### config.mk
export PLATFORM = sky130hd
export DESIGN_NAME = mfcard_cfg
export DESIGN_NICKNAME = d
export VERILOG_FILES = /design/src/rtl/mfcard_cfg_pkg.sv /design/src/rtl/mfcard_cfg_ctrl.sv /design/src/rtl/mfcard_cfg_dp.sv /design/src/rtl/mfcard_cfg.sv
export SDC_FILE = /design/constraint.sdc
export NUM_CORES = 1
export LEC_CHECK = 0
export CAP_MARGIN = 0
export CORE_ASPECT_RATIO = 0.8
export CORE_MARGIN = 10
export CORE_UTILIZATION = 51
export DETAILED_ROUTE_END_ITERATION = 12
export DONT_BUFFER_PORTS = 1
export HOLD_SLACK_MARGIN = 0.1
export PLACE_DENSITY_LB_ADDON = 0.25
export SYNTH_ARGS = -nofsm -noshare
export SYNTH_HDL_FRONTEND = slang
export SYNTH_HIERARCHICAL = 1
export SYNTH_SLANG_ARGS = --single-unit
### constraint.sdc
create_clock -name clk -period 6.54 [get_ports clk]
set_input_delay 0.327 -clock clk [delete_from_list [all_inputs] [get_ports clk]]
set_output_delay 0.327 -clock clk [all_outputs]
set_load 0.01 [all_outputs]
### src/rtl/mfcard_cfg_pkg.sv
package mfcard_cfg_pkg;

  typedef enum logic [1:0] {
    ST_WFK   = 2'd0,
    ST_SLEEP = 2'd1,
    ST_CFG   = 2'd2
  } cardState_e;

  localparam logic [7:0] OFS_LDN = 8'h07;
  localparam logic [7:0] OFS_ACT = 8'h30;

  typedef enum logic [3:0] {
    F_NONE, F_ACT,
    F_MEMBH, F_MEMBL, F_MEMCTL, F_MEMLH, F_MEMLL,
    F_IOH, F_IOL,
    F_IRQL, F_IRQT,
    F_DMA
  } field_e;

  typedef struct packed {
    field_e     field;
    logic [2:0] slot;
  } fieldSel_t;

  // write strobes from control to datapath
  typedef struct packed {
    logic       we;
    field_e     field;
    logic [2:0] slot;
    logic [7:0] data;
  } regStrobe_t;

  function automatic fieldSel_t decodeIdx(input logic [7:0] idx, input int nMem,
                                          input int nIo, input int nIrq, input int nDma);
    fieldSel_t r;
    r.field = F_NONE;
    r.slot  = 3'd0;
    if (idx == OFS_ACT) begin
      r.field = F_ACT;
    end else if (idx[7:5] == 3'b010) begin
      if (int'(idx[4:3]) < nMem) begin
        r.slot = {1'b0, idx[4:3]};
        case (idx[2:0])
          3'd0:    r.field = F_MEMBH;
          3'd1:    r.field = F_MEMBL;
          3'd2:    r.field = F_MEMCTL;
          3'd3:    r.field = F_MEMLH;
          3'd4:    r.field = F_MEMLL;
          default: r.field = F_NONE;
        endcase
      end
    end else if (idx[7:4] == 4'h6) begin
      if (int'(idx[3:1]) < nIo) begin
        r.slot  = idx[3:1];
        r.field = idx[0] ? F_IOL : F_IOH;
      end
    end else if (idx[7:2] == 6'b011100) begin
      if (int'(idx[1]) < nIrq) begin
        r.slot  = {2'b00, idx[1]};
        r.field = idx[0] ? F_IRQT : F_IRQL;
      end
    end else if (idx[7:1] == 7'b0111010) begin
      if (int'(idx[0]) < nDma) begin
        r.slot  = {2'b00, idx[0]};
        r.field = F_DMA;
      end
    end
    return r;
  endfunction

endpackage

### src/rtl/mfcard_cfg_ctrl.sv
module mfcard_cfg_ctrl
  import mfcard_cfg_pkg::*;
#(
  parameter int NUM_DEV = 2,
  parameter int NUM_MEM = 2,
  parameter int NUM_IO  = 2,
  parameter int NUM_IRQ = 2,
  parameter int NUM_DMA = 2,
  parameter int LDN_W   = 1
) (
  input  logic             clk,
  input  logic             rst_n,
  input  logic [7:0]       cardCsn,
  input  logic             keyUnlock,
  input  logic             returnWfk,
  input  logic             wakeCmd,
  input  logic             idxWr,
  input  logic             dataWr,
  input  logic [7:0]       wrData,
  output regStrobe_t       strobe,
  output fieldSel_t        rdSel,
  output logic [LDN_W-1:0] curDev,
  output logic             ldnSel,
  output logic             inCfg,
  output cardState_e       cardState
);

  cardState_e       stQ;
  logic [7:0]       idxQ;
  logic [LDN_W-1:0] devQ;
  fieldSel_t        sel;

  always_ff @(posedge clk or negedge rst_n) begin
    if (!rst_n) begin
      stQ <= ST_WFK;
    end else if (returnWfk) begin
      stQ <= ST_WFK;
    end else if (wakeCmd && stQ != ST_WFK) begin
      stQ <= (wrData == cardCsn) ? ST_CFG : ST_SLEEP;
    end else if (keyUnlock && stQ == ST_WFK) begin
      stQ <= ST_SLEEP;
    end
  end

  always_ff @(posedge clk or negedge rst_n) begin
    if (!rst_n) idxQ <= 8'h00;
    else if (idxWr) idxQ <= wrData;
  end

  always_ff @(posedge clk or negedge rst_n) begin
    if (!rst_n) begin
      devQ <= '0;
    end else if (dataWr && stQ == ST_CFG && idxQ == OFS_LDN && int'(wrData) < NUM_DEV) begin
      devQ <= wrData[LDN_W-1:0];
    end
  end

  always_comb begin
    sel          = decodeIdx(idxQ, NUM_MEM, NUM_IO, NUM_IRQ, NUM_DMA);
    strobe.we    = dataWr && (stQ == ST_CFG) && (sel.field != F_NONE);
    strobe.field = sel.field;
    strobe.slot  = sel.slot;
    strobe.data  = wrData;
  end

  assign rdSel     = sel;
  assign curDev    = devQ;
  assign ldnSel    = (idxQ == OFS_LDN);
  assign inCfg     = (stQ == ST_CFG);
  assign cardState = stQ;

endmodule

### src/rtl/mfcard_cfg_dp.sv
module mfcard_cfg_dp
  import mfcard_cfg_pkg::*;
#(
  parameter int              NUM_DEV       = 2,
  parameter int              NUM_MEM       = 2,
  parameter int              NUM_IO        = 2,
  parameter int              NUM_IRQ       = 2,
  parameter int              NUM_DMA       = 2,
  parameter logic [NUM_DEV-1:0] FIXED_IO_MASK = '0,
  parameter logic [15:0]     FIXED_IO_BASE = 16'h0000,
  parameter int              LDN_W         = 1
) (
  input  logic                          clk,
  input  logic                          rst_n,
  input  regStrobe_t                    strobe,
  input  fieldSel_t                     rdSel,
  input  logic [LDN_W-1:0]              curDev,
  output logic [7:0]                    rdData,
  output logic [NUM_DEV-1:0]            devActive,
  output logic [NUM_DEV*NUM_MEM*16-1:0] memBaseOut,
  output logic [NUM_DEV*NUM_MEM*2-1:0]  memCtrlOut,
  output logic [NUM_DEV*NUM_MEM*16-1:0] memLimitOut,
  output logic [NUM_DEV*NUM_IO*16-1:0]  ioBaseOut,
  output logic [NUM_DEV*NUM_IRQ*4-1:0]  irqLevelOut,
  output logic [NUM_DEV*NUM_IRQ*2-1:0]  irqTypeOut,
  output logic [NUM_DEV*NUM_DMA*3-1:0]  dmaSelOut
);

  localparam logic [2:0] DMA_NONE = 3'd4;
  localparam logic [3:0] IRQ_BAD  = 4'd2;

  logic [7:0] devRd [NUM_DEV];

  for (genvar d = 0; d < NUM_DEV; d++) begin : g_dev
    localparam bit IS_FIXED = FIXED_IO_MASK[d];

    logic        devHit;
    logic        actQ;
    logic [15:0] memBaseQ [NUM_MEM];
    logic [1:0]  memCtrlQ [NUM_MEM];
    logic [15:0] memLimQ  [NUM_MEM];
    logic [15:0] ioQ      [NUM_IO];
    logic [15:0] ioView   [NUM_IO];
    logic [3:0]  irqLvlQ  [NUM_IRQ];
    logic [1:0]  irqTypQ  [NUM_IRQ];
    logic [2:0]  dmaQ     [NUM_DMA];
    logic [7:0]  rdQ;

    assign devHit = strobe.we && (curDev == LDN_W'(d));

    always_ff @(posedge clk or negedge rst_n) begin
      if (!rst_n) begin
        actQ <= 1'b0;
        for (int s = 0; s < NUM_MEM; s++) begin
          memBaseQ[s] <= '0;
          memCtrlQ[s] <= '0;
          memLimQ[s]  <= '0;
        end
        for (int s = 0; s < NUM_IO; s++)  ioQ[s] <= '0;
        for (int s = 0; s < NUM_IRQ; s++) begin
          irqLvlQ[s] <= '0;
          irqTypQ[s] <= '0;
        end
        for (int s = 0; s < NUM_DMA; s++) dmaQ[s] <= DMA_NONE;
      end else if (devHit) begin
        if (strobe.field == F_ACT) actQ <= strobe.data[0];
        for (int s = 0; s < NUM_MEM; s++) begin
          if (strobe.slot == 3'(s)) begin
            case (strobe.field)
              F_MEMBH:  memBaseQ[s][15:8] <= strobe.data;
              F_MEMBL:  memBaseQ[s][7:0]  <= strobe.data;
              F_MEMCTL: memCtrlQ[s]       <= strobe.data[1:0];
              F_MEMLH:  memLimQ[s][15:8]  <= strobe.data;
              F_MEMLL:  memLimQ[s][7:0]   <= strobe.data;
              default: ;
            endcase
          end
        end
        for (int s = 0; s < NUM_IO; s++) begin
          if (strobe.slot == 3'(s) && !(IS_FIXED && s == 0)) begin
            if (strobe.field == F_IOH) ioQ[s][15:8] <= strobe.data;
            if (strobe.field == F_IOL) ioQ[s][7:0]  <= strobe.data;
          end
        end
        for (int s = 0; s < NUM_IRQ; s++) begin
          if (strobe.slot == 3'(s)) begin
            if (strobe.field == F_IRQL && strobe.data[3:0] != IRQ_BAD) irqLvlQ[s] <= strobe.data[3:0];
            if (strobe.field == F_IRQT) irqTypQ[s] <= strobe.data[1:0];
          end
        end
        for (int s = 0; s < NUM_DMA; s++) begin
          if (strobe.slot == 3'(s) && strobe.field == F_DMA && strobe.data[2:0] <= DMA_NONE)
            dmaQ[s] <= strobe.data[2:0];
        end
      end
    end

    for (genvar s = 0; s < NUM_IO; s++) begin : g_ioView
      if (IS_FIXED && s == 0) begin : g_fixed
        assign ioView[s] = FIXED_IO_BASE;
      end else begin : g_prog
        assign ioView[s] = ioQ[s];
      end
    end

    always_comb begin
      rdQ = 8'h00;
      if (rdSel.field == F_ACT) rdQ = {7'b0, actQ};
      for (int s = 0; s < NUM_MEM; s++) begin
        if (rdSel.slot == 3'(s)) begin
          case (rdSel.field)
            F_MEMBH:  rdQ = memBaseQ[s][15:8];
            F_MEMBL:  rdQ = memBaseQ[s][7:0];
            F_MEMCTL: rdQ = {6'b0, memCtrlQ[s]};
            F_MEMLH:  rdQ = memLimQ[s][15:8];
            F_MEMLL:  rdQ = memLimQ[s][7:0];
            default: ;
          endcase
        end
      end
      for (int s = 0; s < NUM_IO; s++) begin
        if (rdSel.slot == 3'(s)) begin
          if (rdSel.field == F_IOH) rdQ = ioView[s][15:8];
          if (rdSel.field == F_IOL) rdQ = ioView[s][7:0];
        end
      end
      for (int s = 0; s < NUM_IRQ; s++) begin
        if (rdSel.slot == 3'(s)) begin
          if (rdSel.field == F_IRQL) rdQ = {4'b0, irqLvlQ[s]};
          if (rdSel.field == F_IRQT) rdQ = {6'b0, irqTypQ[s]};
        end
      end
      for (int s = 0; s < NUM_DMA; s++) begin
        if (rdSel.slot == 3'(s) && rdSel.field == F_DMA) rdQ = {5'b0, dmaQ[s]};
      end
    end

    assign devRd[d]     = rdQ;
    assign devActive[d] = actQ;

    for (genvar s = 0; s < NUM_MEM; s++) begin : g_memOut
      assign memBaseOut[(d*NUM_MEM+s)*16 +: 16] = actQ ? memBaseQ[s] : 16'h0000;
      assign memCtrlOut[(d*NUM_MEM+s)*2 +: 2]   = actQ ? memCtrlQ[s] : 2'b00;
      assign memLimitOut[(d*NUM_MEM+s)*16 +: 16] = actQ ? memLimQ[s] : 16'h0000;
    end
    for (genvar s = 0; s < NUM_IO; s++) begin : g_ioOut
      assign ioBaseOut[(d*NUM_IO+s)*16 +: 16] = actQ ? ioView[s] : 16'h0000;
    end
    for (genvar s = 0; s < NUM_IRQ; s++) begin : g_irqOut
      assign irqLevelOut[(d*NUM_IRQ+s)*4 +: 4] = actQ ? irqLvlQ[s] : 4'd0;
      assign irqTypeOut[(d*NUM_IRQ+s)*2 +: 2]  = actQ ? irqTypQ[s] : 2'd0;
    end
    for (genvar s = 0; s < NUM_DMA; s++) begin : g_dmaOut
      assign dmaSelOut[(d*NUM_DMA+s)*3 +: 3] = actQ ? dmaQ[s] : DMA_NONE;
    end
  end

  always_comb begin
    rdData = 8'h00;
    for (int d = 0; d < NUM_DEV; d++) begin
      if (curDev == LDN_W'(d)) rdData = devRd[d];
    end
  end

endmodule

### src/rtl/mfcard_cfg.sv
module mfcard_cfg
  import mfcard_cfg_pkg::*;
#(
  parameter int              NUM_DEV       = 2,
  parameter int              NUM_MEM       = 2,
  parameter int              NUM_IO        = 2,
  parameter int              NUM_IRQ       = 2,
  parameter int              NUM_DMA       = 2,
  parameter logic [NUM_DEV-1:0] FIXED_IO_MASK = 2'b10,
  parameter logic [15:0]     FIXED_IO_BASE = 16'h0220,
  localparam int             LDN_W         = (NUM_DEV > 1) ? $clog2(NUM_DEV) : 1,
  localparam int             MEM_W         = NUM_DEV * NUM_MEM,
  localparam int             IO_W          = NUM_DEV * NUM_IO,
  localparam int             IRQ_W         = NUM_DEV * NUM_IRQ,
  localparam int             DMA_W         = NUM_DEV * NUM_DMA
) (
  input  logic                 clk,
  input  logic                 rst_n,
  input  logic [7:0]           cardCsn,
  input  logic                 keyUnlock,
  input  logic                 returnWfk,
  input  logic                 wakeCmd,
  input  logic                 idxWr,
  input  logic                 dataWr,
  input  logic [7:0]           wrData,
  output logic [7:0]           rdData,
  output logic [NUM_DEV-1:0]   devActive,
  output logic [MEM_W*16-1:0]  memBaseOut,
  output logic [MEM_W*2-1:0]   memCtrlOut,
  output logic [MEM_W*16-1:0]  memLimitOut,
  output logic [IO_W*16-1:0]   ioBaseOut,
  output logic [IRQ_W*4-1:0]   irqLevelOut,
  output logic [IRQ_W*2-1:0]   irqTypeOut,
  output logic [DMA_W*3-1:0]   dmaSelOut
);

  regStrobe_t       strobe;
  fieldSel_t        rdSel;
  logic [LDN_W-1:0] curDev;
  logic             ldnSel;
  logic             inCfg;
  cardState_e       cardState;
  logic [7:0]       bankRd;

  mfcard_cfg_ctrl #(
    .NUM_DEV(NUM_DEV), .NUM_MEM(NUM_MEM), .NUM_IO(NUM_IO),
    .NUM_IRQ(NUM_IRQ), .NUM_DMA(NUM_DMA), .LDN_W(LDN_W)
  ) u_ctrl (
    .clk(clk), .rst_n(rst_n), .cardCsn(cardCsn), .keyUnlock(keyUnlock),
    .returnWfk(returnWfk), .wakeCmd(wakeCmd), .idxWr(idxWr), .dataWr(dataWr),
    .wrData(wrData), .strobe(strobe), .rdSel(rdSel), .curDev(curDev),
    .ldnSel(ldnSel), .inCfg(inCfg), .cardState(cardState)
  );

  mfcard_cfg_dp #(
    .NUM_DEV(NUM_DEV), .NUM_MEM(NUM_MEM), .NUM_IO(NUM_IO),
    .NUM_IRQ(NUM_IRQ), .NUM_DMA(NUM_DMA), .FIXED_IO_MASK(FIXED_IO_MASK),
    .FIXED_IO_BASE(FIXED_IO_BASE), .LDN_W(LDN_W)
  ) u_dp (
    .clk(clk), .rst_n(rst_n), .strobe(strobe), .rdSel(rdSel), .curDev(curDev),
    .rdData(bankRd), .devActive(devActive), .memBaseOut(memBaseOut),
    .memCtrlOut(memCtrlOut), .memLimitOut(memLimitOut), .ioBaseOut(ioBaseOut),
    .irqLevelOut(irqLevelOut), .irqTypeOut(irqTypeOut), .dmaSelOut(dmaSelOut)
  );

  always_comb begin
    if (!inCfg)      rdData = 8'h00;
    else if (ldnSel) rdData = 8'(curDev);
    else             rdData = bankRd;
  end

endmodule

==> run summary <==
The run finished with clean final reports. In this run the worst path has a maximum fanout of 33. Counting every sink on the clock net gives 233.

The first global-routing pass estimated 72000 µm of wire. The number of antenna violations at the first check in global routing came out at 0. STA classifies the critical path startpoint as a flop. Sequential elements use a little over two fifths of the synthesized area. The total number of yosys warnings came out at 6.

The total power divided by cell area is 215 nW/µm². The H-tree level count is 1. The worst hold slack came out at 0.125 ns. The count of pins over their slew limit came out at 0. The origin of the worst min-delay path is cardCsn[6]. The cell count after synthesis came out at 1300. The placeable core region came out at 26300 µm². TritonCTS built the clock tree. Dividing the final minimum period by the clock period gives 82.8%. The number of endpoints with negative hold slack in the final report is 0. The final standard cell utilization of the core is 55.9%. The min-delay analysis places its worst path in the category input pin to flop.

During placement, the flow inserted port buffers numbering 0. The die is around 200 µm wide. The worst-case setup slack after placement came out at approximately 1.8 ns. The area of the die is between 30000 and 40000 µm².

The number of global-route vias before repair came out at 10364. The leakage power total came out at 6.51 nW. The routed wire length per instance is ~30 µm.

The number of rows in the core area is between 50 and 60. The final-report setup violation count came out at 0. The maximum number of pins on one net before global-route repair is roughly 230.

Setup repair after global routing left no endpoint under its margin. In this run the tightest slew margin relative to its limit is 1.01%. The number of nets still failing antenna checks after routing is 0.

The leftover overflow at the end of global routing is 0. CTS placed an instance of sky130_fd_sc_hd__clkbuf_16 at the clock tree root. Counting flops with a built-in enable in the synthesized netlist gives 0. The number of CTS-inserted buffers came out at 25.

The routability-driven placement congestion ratio is ~1. The arrival time reported for the critical path endpoint came out at 5.09 ns. The share of post-route cells with drive strength above 1 came out at between 20% and 30%.

The clock-pin slew of the registers on the worst-case setup and hold paths is 0.06 ns. The relative area change from synthesis to final layout is 7.73%. The transition time at the pin with the least slew margin is between 1 and 1.5 ns.

The flop and latch count out of synthesis is 233. The total routing usage reported by global routing is between 20% and 30%. The remaining routing DRC violations came out at 0. The clock passes through at most 3 buffers.

The startpoint-to-endpoint class of the critical path is flop to primary output. The tool flagged a number of max-cap violations equal to 0. The number of I/O pins is 269. In the synthesized netlist the dominant register cell turns out to be sky130_fd_sc_hd__dfrtp_1. Once placement completed, the tool counted placed cells totaling 1555.

The worst register-to-register path begins at u_ctrl/idxQ[5]. The half-perimeter wire length of the detailed placement result came out at 33900 µm. The count of unique library cells instantiated by Yosys came out at between 80 and 90. The share of synthesized flip-flops with an asynchronous set or reset is 100%.

The data required time of the critical path came out at between 6 and 7 ns. The type of element capturing the critical path is a primary output. Tracing the worst setup path back leads to its startpoint at u_ctrl/idxQ[5].

The number of iterations in the first detailed-routing pass came out at 7. The height of the chip came out at between 150 and 200 µm. The average cell area after synthesis is between 10 and 15 µm². The post-CTS repair timing setup buffer count came out at 0. The post-detailed-routing wire length came out at 48400 µm. After detailed routing, the number of vias per cell comes to 6.55.

At the later pin of the worst-skew pair, clock insertion delay measures ~0.54 ns. The highest clock frequency the design can meet came out at 185 MHz. Subtracting the final worst setup slack from the clock period gives ~5.4 ns. The initial core utilization came out at 51.8%. The aggregate negative setup slack came out at 0 ns. The number of vias in the routed layout is 10590. For this run, the number of standard cells in the final layout without fillers is 1617. The post-layout net count came out at around 1300. The final worst slack came out at 1.12 ns. The largest clock skew in the final design is 0.0196 ns. After the first detailed-routing iteration, the DRC count stood at 1406.

The worst supply voltage drop on vdd came out at 0.175 mV. The combined area of all synthesized cells is 13600 µm².
[synth_stat cells (all sizes together), types with 12 or more instances]
| library cell | instances | share of area [%] |
|---|---|---|
| buf | 60 | 3.0 |
| nor2 | 47 | 1.3 |
| a22oi | 38 | 2.1 |
| o21ai | 34 | 1.2 |
| clkbuf | 69 | 1.9 |
| nand3 | 12 | 0.44 |
| dfrtp | 229 | 42 |
| nand2b | 17 | 0.78 |
| a211oi | 12 | 0.66 |
| mux2i | 27 | 2.0 |
| nor2b | 23 | 1.1 |
| nand2 | 66 | 1.9 |
| mux2 | 231 | 19 |
| a21oi | 30 | 1.1 |
| and2 | 226 | 10 |
| o22ai | 19 | 0.87 |
[area by class of cell]
class,instances,area [µm²]
Fill cell,2304,11600
Multi-Input combinational cell,945,7170
Sequential cell,233,5840
Clock buffer,35,723
Tap cell,357,447
Timing Repair Buffer,27,320
Clock inverter,10,138
Inverter,9,33.8
Antenna cell,1,2.50
[sequential cells by signal, summed over array words and instances (netlist names)]
name and cells:
u_dp/g_dev.irqTypQ 8, u_dp/g_dev.irqLvlQ 16, u_ctrl/curDev 1, u_dp/g_dev.memCtrlQ 8
u_dp/g_dev.memLimQ 64, u_dp/g_dev.actQ 2, u_dp/g_dev.memBaseQ 64, u_ctrl/cardState 2
u_ctrl/idxQ 8, u_dp/g_dev.dmaQ 12, u_dp/g_dev.ioQ 48
[worst paths after layout]
check	to	slack [ns]	cells past startpoint
min	u_ctrl/cardState[0]	0.12	3
max	rdData[3]	1.12	12
max reg2reg	u_dp/g_dev[1].memLimQ[11]	2.21	8
max in group asynchronous	u_dp/g_dev[1].actQ	4.77	2
min in group asynchronous	u_dp/g_dev[0].irqLvlQ[6]	0.41	2
min reg2reg	u_dp/g_dev[1].ioQ[4]	0.53	1
[through the flow]
stage | power (W) | area (µm²)
final | 0.00315 | 14700
after CTS | 0.00316 | 14700
after global placement | 0.00161 | 13600
after floorplan | 0.00161 | 13700
after detailed placement | 0.00161 | 13600
after global routing | 0.00323 | 14700
[metal layers]
metal  GRT usage, %  up-vias  routed length, µm
li1               -     4459                  -
met1           39.7     5471              21200
met2           41.6      587              21400
met3           6.36       73               4730
met4           5.89        0               1020
met5              0        -                  0
[kinds of logic after synthesis]
family | after synthesis | synth area share, %
AND/OR/NAND/NOR | 454 | 19.6
multiplexers | 258 | 21.1
flip-flops | 233 | 42.9
AO/OA/AOI/OAI | 207 | 10.7
buffers and inverters | 138 | 5.17
XOR/XNOR | 8 | 0.515
other | 2 | 0.0552
[cell usage in the layout, fill, tap and decap left out, types with 6 or more instances in the layout]
cell type,count
sky130_fd_sc_hd__mux2_2,230
sky130_fd_sc_hd__dfrtp_1,227
sky130_fd_sc_hd__and2_1,226
sky130_fd_sc_hd__nand2_1,64
sky130_fd_sc_hd__nor2_1,46
sky130_fd_sc_hd__a22oi_1,38
sky130_fd_sc_hd__o21ai_0,34
sky130_fd_sc_hd__a21oi_1,29
sky130_fd_sc_hd__mux2i_1,27
sky130_fd_sc_hd__clkbuf_16,25
sky130_fd_sc_hd__nor2b_1,22
sky130_fd_sc_hd__conb_1,18
sky130_fd_sc_hd__o22ai_1,18
sky130_fd_sc_hd__nand2b_1,17
sky130_fd_sc_hd__a211oi_1,12
sky130_fd_sc_hd__nand3_1,12
sky130_fd_sc_hd__buf_4,11
sky130_fd_sc_hd__dlygate4sd3_1,9
sky130_fd_sc_hd__nor3_1,8
sky130_fd_sc_hd__inv_1,7
sky130_fd_sc_hd__o32ai_1,7
sky130_fd_sc_hd__nor3b_1,7
sky130_fd_sc_hd__clkbuf_8,6
sky130_fd_sc_hd__buf_12,6
sky130_fd_sc_hd__a31oi_1,6
sky130_fd_sc_hd__xor2_1,6
sky130_fd_sc_hd__a22o_1,6
sky130_fd_sc_hd__o221ai_1,6
[power by group]
group | internal, W | switching (W) | leakage, nW
combinational | 0.0000550 | 0.000153 | 2.88
clock | 0.000889 | 0.000594 | 0.419
sequential | 0.00145 | 0.00000933 | 3.21
[timing repair]
item                      in CTS  in global routing
gates resized for setup        0                  0
hold buffers                  16                  0
hold endpoints to repair     466                  0
[worst max-delay path, cell delays in order, from the launching register on]
cell	delay [ns]
sky130_fd_sc_hd__dfrtp_1	0.48
sky130_fd_sc_hd__nand4bb_1	0.30
sky130_fd_sc_hd__a2111o_1	0.15
sky130_fd_sc_hd__o31a_1	0.15
sky130_fd_sc_hd__clkinv_1	0.66
sky130_fd_sc_hd__buf_4	0.54
sky130_fd_sc_hd__nor4bb_2	0.99
sky130_fd_sc_hd__a2bb2oi_1	0.19
sky130_fd_sc_hd__a22oi_1	0.26
sky130_fd_sc_hd__a21oi_1	0.07
sky130_fd_sc_hd__o31a_1	0.30
sky130_fd_sc_hd__a311oi_1	0.17
sky130_fd_sc_hd__and2_1	0.29
No activity file was read; power rests on OpenSTA's default activity.
